## src/rtl/ecc_report_pkg.sv

```systemverilog
package ecc_report_pkg;
  localparam int NCLS = 3;
  localparam int AW   = 12;
  localparam int DW   = 32;

  localparam logic [AW-1:0] OFS_CFG = 12'h000;
  localparam logic [AW-1:0] OFS_WAY = 12'h008;
  localparam logic [AW-1:0] OFS_INJ = 12'h040;

  // base offset of each error class; order: dir fix, data fix, data fail
  function automatic logic [AW-1:0] cls_base(input int idx);
    case (idx)
      0:       return 12'h100;
      1:       return 12'h140;
      default: return 12'h160;
    endcase
  endfunction

  function automatic logic [DW-1:0] pack_cfg(input int banks, input int ways,
                                             input int lsets, input int lblk);
    return {8'(lblk), 8'(lsets), 8'(ways), 8'(banks)};
  endfunction

  function automatic logic inj_legal(input logic [DW-1:0] v);
    return (v[31:17] == '0) && (v[15:8] == '0) && (v[7:0] != 8'hFF);
  endfunction
endpackage

```

## src/rtl/ecc_reg_decode.sv

```systemverilog
module ecc_reg_decode
  import ecc_report_pkg::*;
(
  input  logic [AW-1:0]   addr,
  output logic            sel_cfg,
  output logic            sel_way,
  output logic            sel_inj,
  output logic [NCLS-1:0] sel_lo,
  output logic [NCLS-1:0] sel_hi,
  output logic [NCLS-1:0] sel_cnt,
  output logic            sel_none
);
  assign sel_cfg = (addr == OFS_CFG);
  assign sel_way = (addr == OFS_WAY);
  assign sel_inj = (addr == OFS_INJ);

  for (genvar g = 0; g < NCLS; g++) begin : g_cls
    assign sel_lo[g]  = (addr == cls_base(g));
    assign sel_hi[g]  = (addr == cls_base(g) + 12'h4);
    assign sel_cnt[g] = (addr == cls_base(g) + 12'h8);
  end

  assign sel_none = !(sel_cfg || sel_way || sel_inj ||
                      (|sel_lo) || (|sel_hi) || (|sel_cnt));
endmodule

```

## src/rtl/ecc_err_class.sv

```systemverilog
module ecc_err_class #(
  parameter int CNT_W = 32
) (
  input  logic             clk,
  input  logic             rst_n,
  input  logic             evt_vld,
  input  logic [63:0]      evt_addr,
  input  logic             cnt_rd,
  output logic             irq,
  output logic [63:0]      addr_q,
  output logic [CNT_W-1:0] cnt_q
);
  localparam logic [CNT_W-1:0] CNT_MAX = '1;

  function automatic logic [CNT_W-1:0] sat_inc(input logic [CNT_W-1:0] c);
    return (c == CNT_MAX) ? c : c + 1'b1;
  endfunction

  logic cnt_at_max;
  assign cnt_at_max = (cnt_q == CNT_MAX);

  always_ff @(posedge clk or negedge rst_n) begin
    if (!rst_n) begin
      addr_q <= '0;
      cnt_q  <= '0;
      irq    <= 1'b0;
    end else begin
      if (evt_vld) begin
        addr_q <= evt_addr;
        cnt_q  <= sat_inc(cnt_q);
      end
      if (evt_vld)     irq <= 1'b1;
      else if (cnt_rd) irq <= 1'b0;
    end
  end


  evt_sets_irq_chk: assert property (@(posedge clk) disable iff (!rst_n)
    evt_vld |=> irq);

  cnt_step_chk: assert property (@(posedge clk) disable iff (!rst_n)
    (evt_vld && !cnt_at_max) |=> (cnt_q == $past(cnt_q) + 1'b1));

  no_overflow_chk: assert property (@(posedge clk) disable iff (!rst_n)
    cnt_at_max |=> cnt_at_max);

  rd_clears_irq_chk: assert property (@(posedge clk) disable iff (!rst_n)
    (cnt_rd && !evt_vld) |=> !irq);

  irq_hold_chk: assert property (@(posedge clk) disable iff (!rst_n)
    (!cnt_rd && !evt_vld) |=> (irq == $past(irq)));
endmodule

```

## src/rtl/ecc_inject_ctl.sv

```systemverilog
module ecc_inject_ctl
  import ecc_report_pkg::*;
(
  input  logic          clk,
  input  logic          rst_n,
  input  logic          wr_hit,
  input  logic [DW-1:0] wdata,
  output logic          inj_pulse,
  output logic [7:0]    inj_bit,
  output logic          inj_dir,
  output logic [DW-1:0] inj_q
);
  logic accept;
  assign accept = wr_hit && inj_legal(wdata);

  always_ff @(posedge clk or negedge rst_n) begin
    if (!rst_n) begin
      inj_q     <= '0;
      inj_pulse <= 1'b0;
    end else begin
      inj_pulse <= accept;
      if (accept) inj_q <= wdata;
    end
  end

  assign inj_bit = inj_q[7:0];
  assign inj_dir = inj_q[16];


  inj_one_cycle_chk: assert property (@(posedge clk) disable iff (!rst_n)
    !wr_hit |=> !inj_pulse);

  inj_keep_chk: assert property (@(posedge clk) disable iff (!rst_n)
    !accept |=> $stable(inj_q));
endmodule

```

## src/rtl/ecc_report_unit.sv

```systemverilog
module ecc_report_unit
  import ecc_report_pkg::*;
#(
  parameter int CNT_W     = 32,
  parameter int NUM_BANKS = 4,
  parameter int WAYS      = 16,
  parameter int LOG2_SETS = 10,
  parameter int LOG2_BLK  = 6
) (
  input  logic          clk,
  input  logic          rst_n,
  input  logic          reg_wr,
  input  logic          reg_rd,
  input  logic [AW-1:0] reg_addr,
  input  logic [DW-1:0] reg_wdata,
  output logic [DW-1:0] reg_rdata,
  input  logic          dir_fix_vld,
  input  logic [63:0]   dir_fix_addr,
  input  logic          dat_fix_vld,
  input  logic [63:0]   dat_fix_addr,
  input  logic          dat_fail_vld,
  input  logic [63:0]   dat_fail_addr,
  output logic          dir_fix_irq,
  output logic          dat_fix_irq,
  output logic          dat_fail_irq,
  output logic          inj_pulse,
  output logic [7:0]    inj_bit,
  output logic          inj_dir
);
  localparam logic [DW-1:0] CFG_WORD = pack_cfg(NUM_BANKS, WAYS, LOG2_SETS, LOG2_BLK);
  localparam logic [DW-1:0] WAY_TOP  = DW'(WAYS - 1);

  logic            sel_cfg, sel_way, sel_inj, sel_none;
  logic [NCLS-1:0] sel_lo, sel_hi, sel_cnt;

  ecc_reg_decode u_dec (
    .addr     (reg_addr),
    .sel_cfg  (sel_cfg),
    .sel_way  (sel_way),
    .sel_inj  (sel_inj),
    .sel_lo   (sel_lo),
    .sel_hi   (sel_hi),
    .sel_cnt  (sel_cnt),
    .sel_none (sel_none)
  );

  logic [NCLS-1:0] evt_vld_a;
  logic [63:0]     evt_addr_a [NCLS];
  logic [NCLS-1:0] irq_a;
  logic [63:0]     addr_q_a   [NCLS];
  logic [CNT_W-1:0] cnt_q_a   [NCLS];
  logic [NCLS-1:0] cnt_rd_a;

  assign evt_vld_a     = {dat_fail_vld, dat_fix_vld, dir_fix_vld};
  assign evt_addr_a[0] = dir_fix_addr;
  assign evt_addr_a[1] = dat_fix_addr;
  assign evt_addr_a[2] = dat_fail_addr;
  assign cnt_rd_a      = sel_cnt & {NCLS{reg_rd}};

  for (genvar g = 0; g < NCLS; g++) begin : g_cls
    ecc_err_class #(.CNT_W(CNT_W)) u_cls (
      .clk      (clk),
      .rst_n    (rst_n),
      .evt_vld  (evt_vld_a[g]),
      .evt_addr (evt_addr_a[g]),
      .cnt_rd   (cnt_rd_a[g]),
      .irq      (irq_a[g]),
      .addr_q   (addr_q_a[g]),
      .cnt_q    (cnt_q_a[g])
    );
  end

  assign dir_fix_irq  = irq_a[0];
  assign dat_fix_irq  = irq_a[1];
  assign dat_fail_irq = irq_a[2];

  logic [DW-1:0] inj_q;

  ecc_inject_ctl u_inj (
    .clk       (clk),
    .rst_n     (rst_n),
    .wr_hit    (reg_wr && sel_inj),
    .wdata     (reg_wdata),
    .inj_pulse (inj_pulse),
    .inj_bit   (inj_bit),
    .inj_dir   (inj_dir),
    .inj_q     (inj_q)
  );

  // way-enable word: highest enabled way index
  logic [7:0] way_q;
  logic       way_wr_ok;
  assign way_wr_ok = reg_wr && sel_way && (reg_wdata <= WAY_TOP);

  always_ff @(posedge clk or negedge rst_n) begin
    if (!rst_n)         way_q <= 8'(WAYS - 1);
    else if (way_wr_ok) way_q <= reg_wdata[7:0];
  end

  always_comb begin
    reg_rdata = '0;
    if (sel_cfg) reg_rdata = CFG_WORD;
    if (sel_way) reg_rdata = DW'(way_q);
    if (sel_inj) reg_rdata = inj_q;
    for (int i = 0; i < NCLS; i++) begin
      if (sel_lo[i])  reg_rdata = addr_q_a[i][31:0];
      if (sel_hi[i])  reg_rdata = addr_q_a[i][63:32];
      if (sel_cnt[i]) reg_rdata = DW'(cnt_q_a[i]);
    end
  end


  way_range_chk: assert property (@(posedge clk) disable iff (!rst_n)
    DW'(way_q) <= WAY_TOP);

  unmapped_zero_chk: assert property (@(posedge clk) disable iff (!rst_n)
    sel_none |-> (reg_rdata == '0));

  cls_onehot_chk: assert property (@(posedge clk) disable iff (!rst_n)
    $onehot0({sel_lo, sel_hi, sel_cnt}));
endmodule

```

## config.mk

```make
export PLATFORM = sky130hd
export DESIGN_NAME = ecc_report_unit
export DESIGN_NICKNAME = d
export VERILOG_FILES = /design/src/rtl/ecc_report_pkg.sv /design/src/rtl/ecc_reg_decode.sv /design/src/rtl/ecc_err_class.sv /design/src/rtl/ecc_inject_ctl.sv /design/src/rtl/ecc_report_unit.sv
export SDC_FILE = /design/constraint.sdc
export NUM_CORES = 1
export LEC_CHECK = 0
export ABC_AREA = 1
export ABC_CLOCK_PERIOD_IN_PS = 4500
export BUFFER_PORTS_ARGS = -buffer_cell sky130_fd_sc_hd__buf_2
export CORE_AREA = 2 2 207 209
export CTS_CLUSTER_DIAMETER = 40
export CTS_CLUSTER_SIZE = 28
export DETAILED_ROUTE_END_ITERATION = 7
export DIE_AREA = 0 0 209 211
export MAX_ROUTING_LAYER = met4
export PLACE_DENSITY = 0.58
export SKIP_CTS_REPAIR_TIMING = 1
export SYNTH_ARGS = -nofsm -noshare
export SYNTH_HDL_FRONTEND = slang
export SYNTH_SLANG_ARGS = --single-unit
```

## constraint.sdc

```tcl
create_clock -name clk -period 4.5 [get_ports clk]
set_input_delay 0.675 -clock clk [delete_from_list [all_inputs] [get_ports clk]]
set_output_delay 0.675 -clock clk [all_outputs]
set_load 0.01 [all_outputs]
```

* Word-level counts from Yosys, hierarchy flattened
Cells that the tools add are included.
** Word-level totals
- Flip-flop bits (word level) :: 332
- Bits of input ports :: 243
** Operators by class
- Bitwise operators :: 4
- Reductions and logical operators :: 15
- Magnitude comparators :: 1
- Equal/unequal tests :: 15
- Add/subtract/negate cells :: 3
- Mux-type cells :: 18
** Operators with widths (number)
- 32-bit two-way mux :: 11
- 12-bit by 9-bit == test with 1-bit output (second input constant) :: 9
- 32-bit by 1-bit adder with 32-bit output (second input constant) :: 3
- 32-bit == test (second input constant) :: 3
- 32-bit by 4-bit <= comparator with 1-bit output (second input constant) :: 1
- 27-bit two-way mux :: 1
- 15-bit zero test :: 1
- 12-bit by 4-bit == test with 1-bit output (second input constant) :: 1
- 12-bit by 7-bit == test with 1-bit output (second input constant) :: 1
- 12-bit zero test :: 1
- 8-bit zero test :: 1
- 8-bit inequality test (second input constant) :: 1
- 1-bit logical AND :: 6
- 1-bit two-way mux :: 6
- 2-bit AND reduction :: 3
- 2-bit nonzero test :: 3
- 3-bit bitwise AND :: 1
- 1-bit NOT :: 3

* Longest topological paths before layout
- Depth in word-level cells :: 13
- Mapped depth :: 18
- Mapped depth without buffers :: 18

* Hierarchy
Synthesis repeated with hierarchy kept, for this count alone.
** Unflattened totals
- Cell total of the unflattened synthesis :: 2825
- Area total of the unflattened synthesis :: 19062.0 sq um
** Modules (own cells, without submodules)
- ecc_err_class :: area each 4550.6 sq um, instances 3, cells an instance 600
- ecc_report_unit :: area each 3692.3 sq um, instances 1, cells an instance 806
- ecc_inject_ctl :: area each 1382.6 sq um, instances 1, cells an instance 150
- ecc_reg_decode :: area each 335.3 sq um, instances 1, cells an instance 69

* Worst setup path before layout
No wires, ideal clock.
- Path type :: input port to output port
- Start point :: input port reg_addr[1]
- End point :: output port reg_rdata[30]
- Stages on the path :: 16
- Arrival time :: 1.963 ns
- Path buffers :: 1
- Path slack :: 1.862 ns
- Cell sequence :: nor2_2 -> nand2_2 -> nor2_8 -> nand2_4 -> buf_6 -> o21ai_1 -> o21ai_1 -> nand2_1 -> o21ai_1 -> nand2_1 -> nand2_1 -> nand3_1 -> nand2_1 -> nand2_1 -> nand2_1 -> nand2_1
** On the way
- Word-level cells in the longest chain between the ends :: 11
** RTL lines
- start, declared :: RTL line ecc_report_unit.sv:14 : input logic [AW-1:0] reg_addr,
- 12-bit by 7-bit == test with 1-bit output :: RTL line ecc_reg_decode.sv:15 : assign sel_inj = (addr == OFS_INJ);
- 32-bit two-way mux :: RTL line ecc_report_unit.sv:104 : if (sel_inj) reg_rdata = inj_q;
- 32-bit two-way mux :: RTL line ecc_report_unit.sv:106 : if (sel_lo[i]) reg_rdata = addr_q_a[i][31:0];
- 32-bit two-way mux :: RTL line ecc_report_unit.sv:107 : if (sel_hi[i]) reg_rdata = addr_q_a[i][63:32];
- 32-bit two-way mux :: RTL line ecc_report_unit.sv:108 : if (sel_cnt[i]) reg_rdata = DW'(cnt_q_a[i]);
- 32-bit two-way mux :: RTL line ecc_report_unit.sv:106
- 32-bit two-way mux :: RTL line ecc_report_unit.sv:107
- 32-bit two-way mux :: RTL line ecc_report_unit.sv:108
- 32-bit two-way mux :: RTL line ecc_report_unit.sv:106
- 32-bit two-way mux :: RTL line ecc_report_unit.sv:107
- 32-bit two-way mux (*) :: RTL line ecc_report_unit.sv:108
- end, declared :: RTL line ecc_report_unit.sv:16 : output logic [DW-1:0] reg_rdata,
Every way passes the cells marked *; elsewhere a longest branch is shown, timed or not.

* Final worst setup path
- Start point :: input port reg_addr[1]
- End point :: output port reg_rdata[25]
** On the way
- Word-level cells in the longest chain between the ends :: 13
** RTL lines
- 12-bit zero test :: RTL line ecc_reg_decode.sv:13 : assign sel_cfg = (addr == OFS_CFG);
- 27-bit two-way mux :: RTL line ecc_report_unit.sv:102 : if (sel_cfg) reg_rdata = CFG_WORD;
- 32-bit two-way mux :: RTL line ecc_report_unit.sv:103 : if (sel_way) reg_rdata = DW'(way_q);
- 32-bit two-way mux :: RTL line ecc_report_unit.sv:104
- 32-bit two-way mux :: RTL line ecc_report_unit.sv:106
- 32-bit two-way mux :: RTL line ecc_report_unit.sv:107
- 32-bit two-way mux :: RTL line ecc_report_unit.sv:108
- 32-bit two-way mux :: RTL line ecc_report_unit.sv:106
- 32-bit two-way mux :: RTL line ecc_report_unit.sv:107
- 32-bit two-way mux :: RTL line ecc_report_unit.sv:108
- 32-bit two-way mux :: RTL line ecc_report_unit.sv:106
- 32-bit two-way mux :: RTL line ecc_report_unit.sv:107
- 32-bit two-way mux (*) :: RTL line ecc_report_unit.sv:108
Marked as above.

==> reports/qor.csv <==
metric,value,unit
crit_slowest_cell,nand3_2,
die_area,44100,µm²
cts-htree-levels,2,
drive_gt1_share,18.46,%
dr.first_iter.drc_count,1362,
combPwrFrac,9.4,%
syn_area_per_cell,7.602,µm²
hold_viol,0,
start_kind,input pin,
yosysUniqueCellTypes,37,
wl_per_cell,19.01,µm
critPathMaxStageDelay,440,ps
layout.area.seq,8313,µm²
core-area,41760,µm²
postRouteAntennaNets,0,
synth_top_area_share,48.31,%
port_buffers,287,
final_cell_mix,"917 x nand2_1, 328 x dfrtp_1, 286 x buf_2",
clock_latency,610,ps
fmax,259.5,MHz
crit_family,simple AND/OR/NAND/NOR gates,
tightest_slew,1161,ps
tns,0,ps
rows,75,
syn-cell-area,16990,µm²
slew_violations,0,
syn_inst,2235,
fin_worst_skew,25.46,ps
p_leak,10.77,nW
p_per_area,418.2,nW/µm²
synth_top_area_cell,dfrtp_1,
grt_overflow,0,
cts_tree,yes,
place_congestion,0.9388,
cp_max_fo,26,
cp.buffers_inverters,3,
syn-num-nets,2481,
syn2layout_area_growth,22.47,%
detailed_place_hpwl,45070,µm
grt_pass1_wl,91020,µm
worst_hold_slack,67.68,ps
cp-startpoint,reg_addr[1],
hold_path_class,in2async,
clockBufferDepth,3,
cp.required,3830,ps
drv_cap,0,
die_w,209,µm
finalWirelength,58940,µm
vias_per_cell,5.063,
n_fill_cell,4155,
status,"complete, no violations",
vias,15700,
cts_root_buf,clkbuf_16,
grt_usage,27.91,%
fin_crit,3854,ps
path_class,in2out,
grt_setup_unrepaired,false,
antenna_found_initial,4,
synth_seq_cells,332,
crit_chain,buf_2 -> nor2_2 -> nand2_2 -> inv_1 -> nand3_2 -> o22ai_1 -> o21ai_0 -> a21oi_1 -> o211ai_1 -> nor2_1 -> nand4_1 -> buf_2,
route.detailed.drc,0,
peakVddDrop,0.0003983,V
multi_input_area,7528,µm²
synth_warnings,0,
r2r-start,g_cls[1].u_cls.cnt_q[1]$_DFFE_PN0P_,
p_seq_share,40.4,%
power_switching,0.002443,W
fin_crit_sh,85.65,%
cts_buffers,55,
power.internal,0.006259,W
final_nets,2756,
endpoint_kind,output port,
setup_violations,0,
first_global_vias,15750,
final_common_cell,nand2_1,
grt_start_max_net_pins,109,
fp.dieH,211,µm
switching_share,28.07,%
synth-seq-area-share,48.92,%
dr.pass1.iters,8,
num_io_pins,288,
clock_sinks,332,
critPathMostFrequentCell,buf_2,
clk_pin_slew,40,ps
start_util,40.69,%
maxSlewHeadroom,22.49,%
critical_path_arrival,3180,ps
pwr-share-clk,50.2,%
synth_area_leaders,"dfrtp_1 48%, nand2_1 20%, inv_1 4.0%, xor2_1 3.9%, nor2_1 3.2%",
worst reg2reg max path: cells and delay by family (launching register included):
| family | cells | cell delay [ps] |
|---|---|---|
| xor+xnor | 1 | 150 |
| simple gates | 9 | 1300 |
| buf+inv | 2 | 680 |
| flops | 1 | 440 |
| fa+ha+maj | 1 | 200 |
layout make-up:
| class | instances | share of cell area, % |
|---|---|---|
| sequential | 332 | 39.95 |
| multi-input combinational | 1620 | 36.18 |
| timing repair buffer | 312 | 7.973 |
| clock buffer | 65 | 6.986 |
| inverter | 189 | 3.409 |
| tap | 539 | 3.241 |
| clock inverter | 39 | 2.219 |
| antenna | 4 | 0.04810 |
routing by layer:
metal  up-vias  routed length, µm  track usage [%]
met4         0               1308            6.970
met5         -                  0                -
met3        78               3575            4.475
li1       7654                  -                -
met2       475              27280            43.63
met1      7488              26770            38.14
flip-flops by register name, summed over array words and instances, names as in the netlist:
| name | count |
|---|---|
| way_q | 8 |
| g_cls.u_cls.addr_q | 192 |
| g_cls.u_cls.cnt_q | 96 |
| g_cls.u_cls.irq | 3 |
| u_inj.inj_pulse | 1 |
| u_inj.inj_q | 32 |
kinds of logic after synthesis:
kind of cell / after synthesis / share of synthesized area (%)
buffers and inverters: 283 / 6.812
AND/OR/NAND/NOR: 1257 / 30.76
XOR/XNOR: 91 / 4.691
AO/OA/AOI/OAI: 269 / 8.594
flip-flops: 332 / 48.92
adder cells (fa/ha/maj): 3 / 0.2209
cell usage after synthesis:
cell       number
o22ai_1        14
nand2_2         8
buf_4          12
o21ai_1        36
dfstp_2         4
nor2_4          6
nand2_1       917
nor2_8          1
buf_6           3
clkbuf_1       52
nand4_1        31
xnor2_1        15
nor4_2          2
clkinv_1        2
inv_2           7
nor3b_1         3
buf_1           5
nand3_2         5
xor2_1         76
a21oi_1        96
nor4_1         14
o21ai_0        95
nand3_4         1
ha_1            3
nor3_1         48
inv_1         180
o2111ai_1      21
or4_1           1
nand2_4         3
o211ai_1        7
buf_2          22
nand3_1        49
nor2_2         14
nor2_1        144
dfrtp_1       328
nor3_2          8
nand3b_1        2
per-stage QoR:
stage | std cells | area, µm² | setup WS, ps | utilization [%] | power [W]
after global routing | 3100 | 20810 | 391.8 | 49.83 | 0.009054
after detailed placement | 2992 | 18880 | 668.4 | 45.22 | 0.004380
final | 3100 | 20810 | 645.8 | 49.83 | 0.008702
after global placement | 2992 | 18880 | 670.0 | 45.22 | 0.004362
after CTS | 3096 | 20800 | 662.2 | 49.81 | 0.008775
after floorplan | 2235 | 16990 | 1862 | - | 0.003963
final timing paths:
check / to / slack [ps] / cells past startpoint
max: reg_rdata[25] / 650 / 12
min: g_cls[0].u_cls.addr_q[0]$_DFFE_PN0P_ / 70 / 1
max reg2reg: g_cls[1].u_cls.cnt_q[28]$_DFFE_PN0P_ / 1660 / 13
min reg2reg: g_cls[1].u_cls.addr_q[35]$_DFFE_PN0P_ / 470 / 2
max in group asynchronous: g_cls[2].u_cls.addr_q[56]$_DFFE_PN0P_ / 3360 / 2
min in group clk: g_cls[2].u_cls.addr_q[57]$_DFFE_PN0P_ / 270 / 3
power groups by stage:
stage	clock, W	combinational [W]	sequential [W]
after CTS	0.00444	0.000824	0.00351
after global routing	0.00457	0.000935	0.00355
after floorplan	0	0.000490	0.00347
final	0.00437	0.000815	0.00352
after detailed placement	0	0.000818	0.00356
after global placement	0	0.000802	0.00356
(Power assumes the default switching activity.)
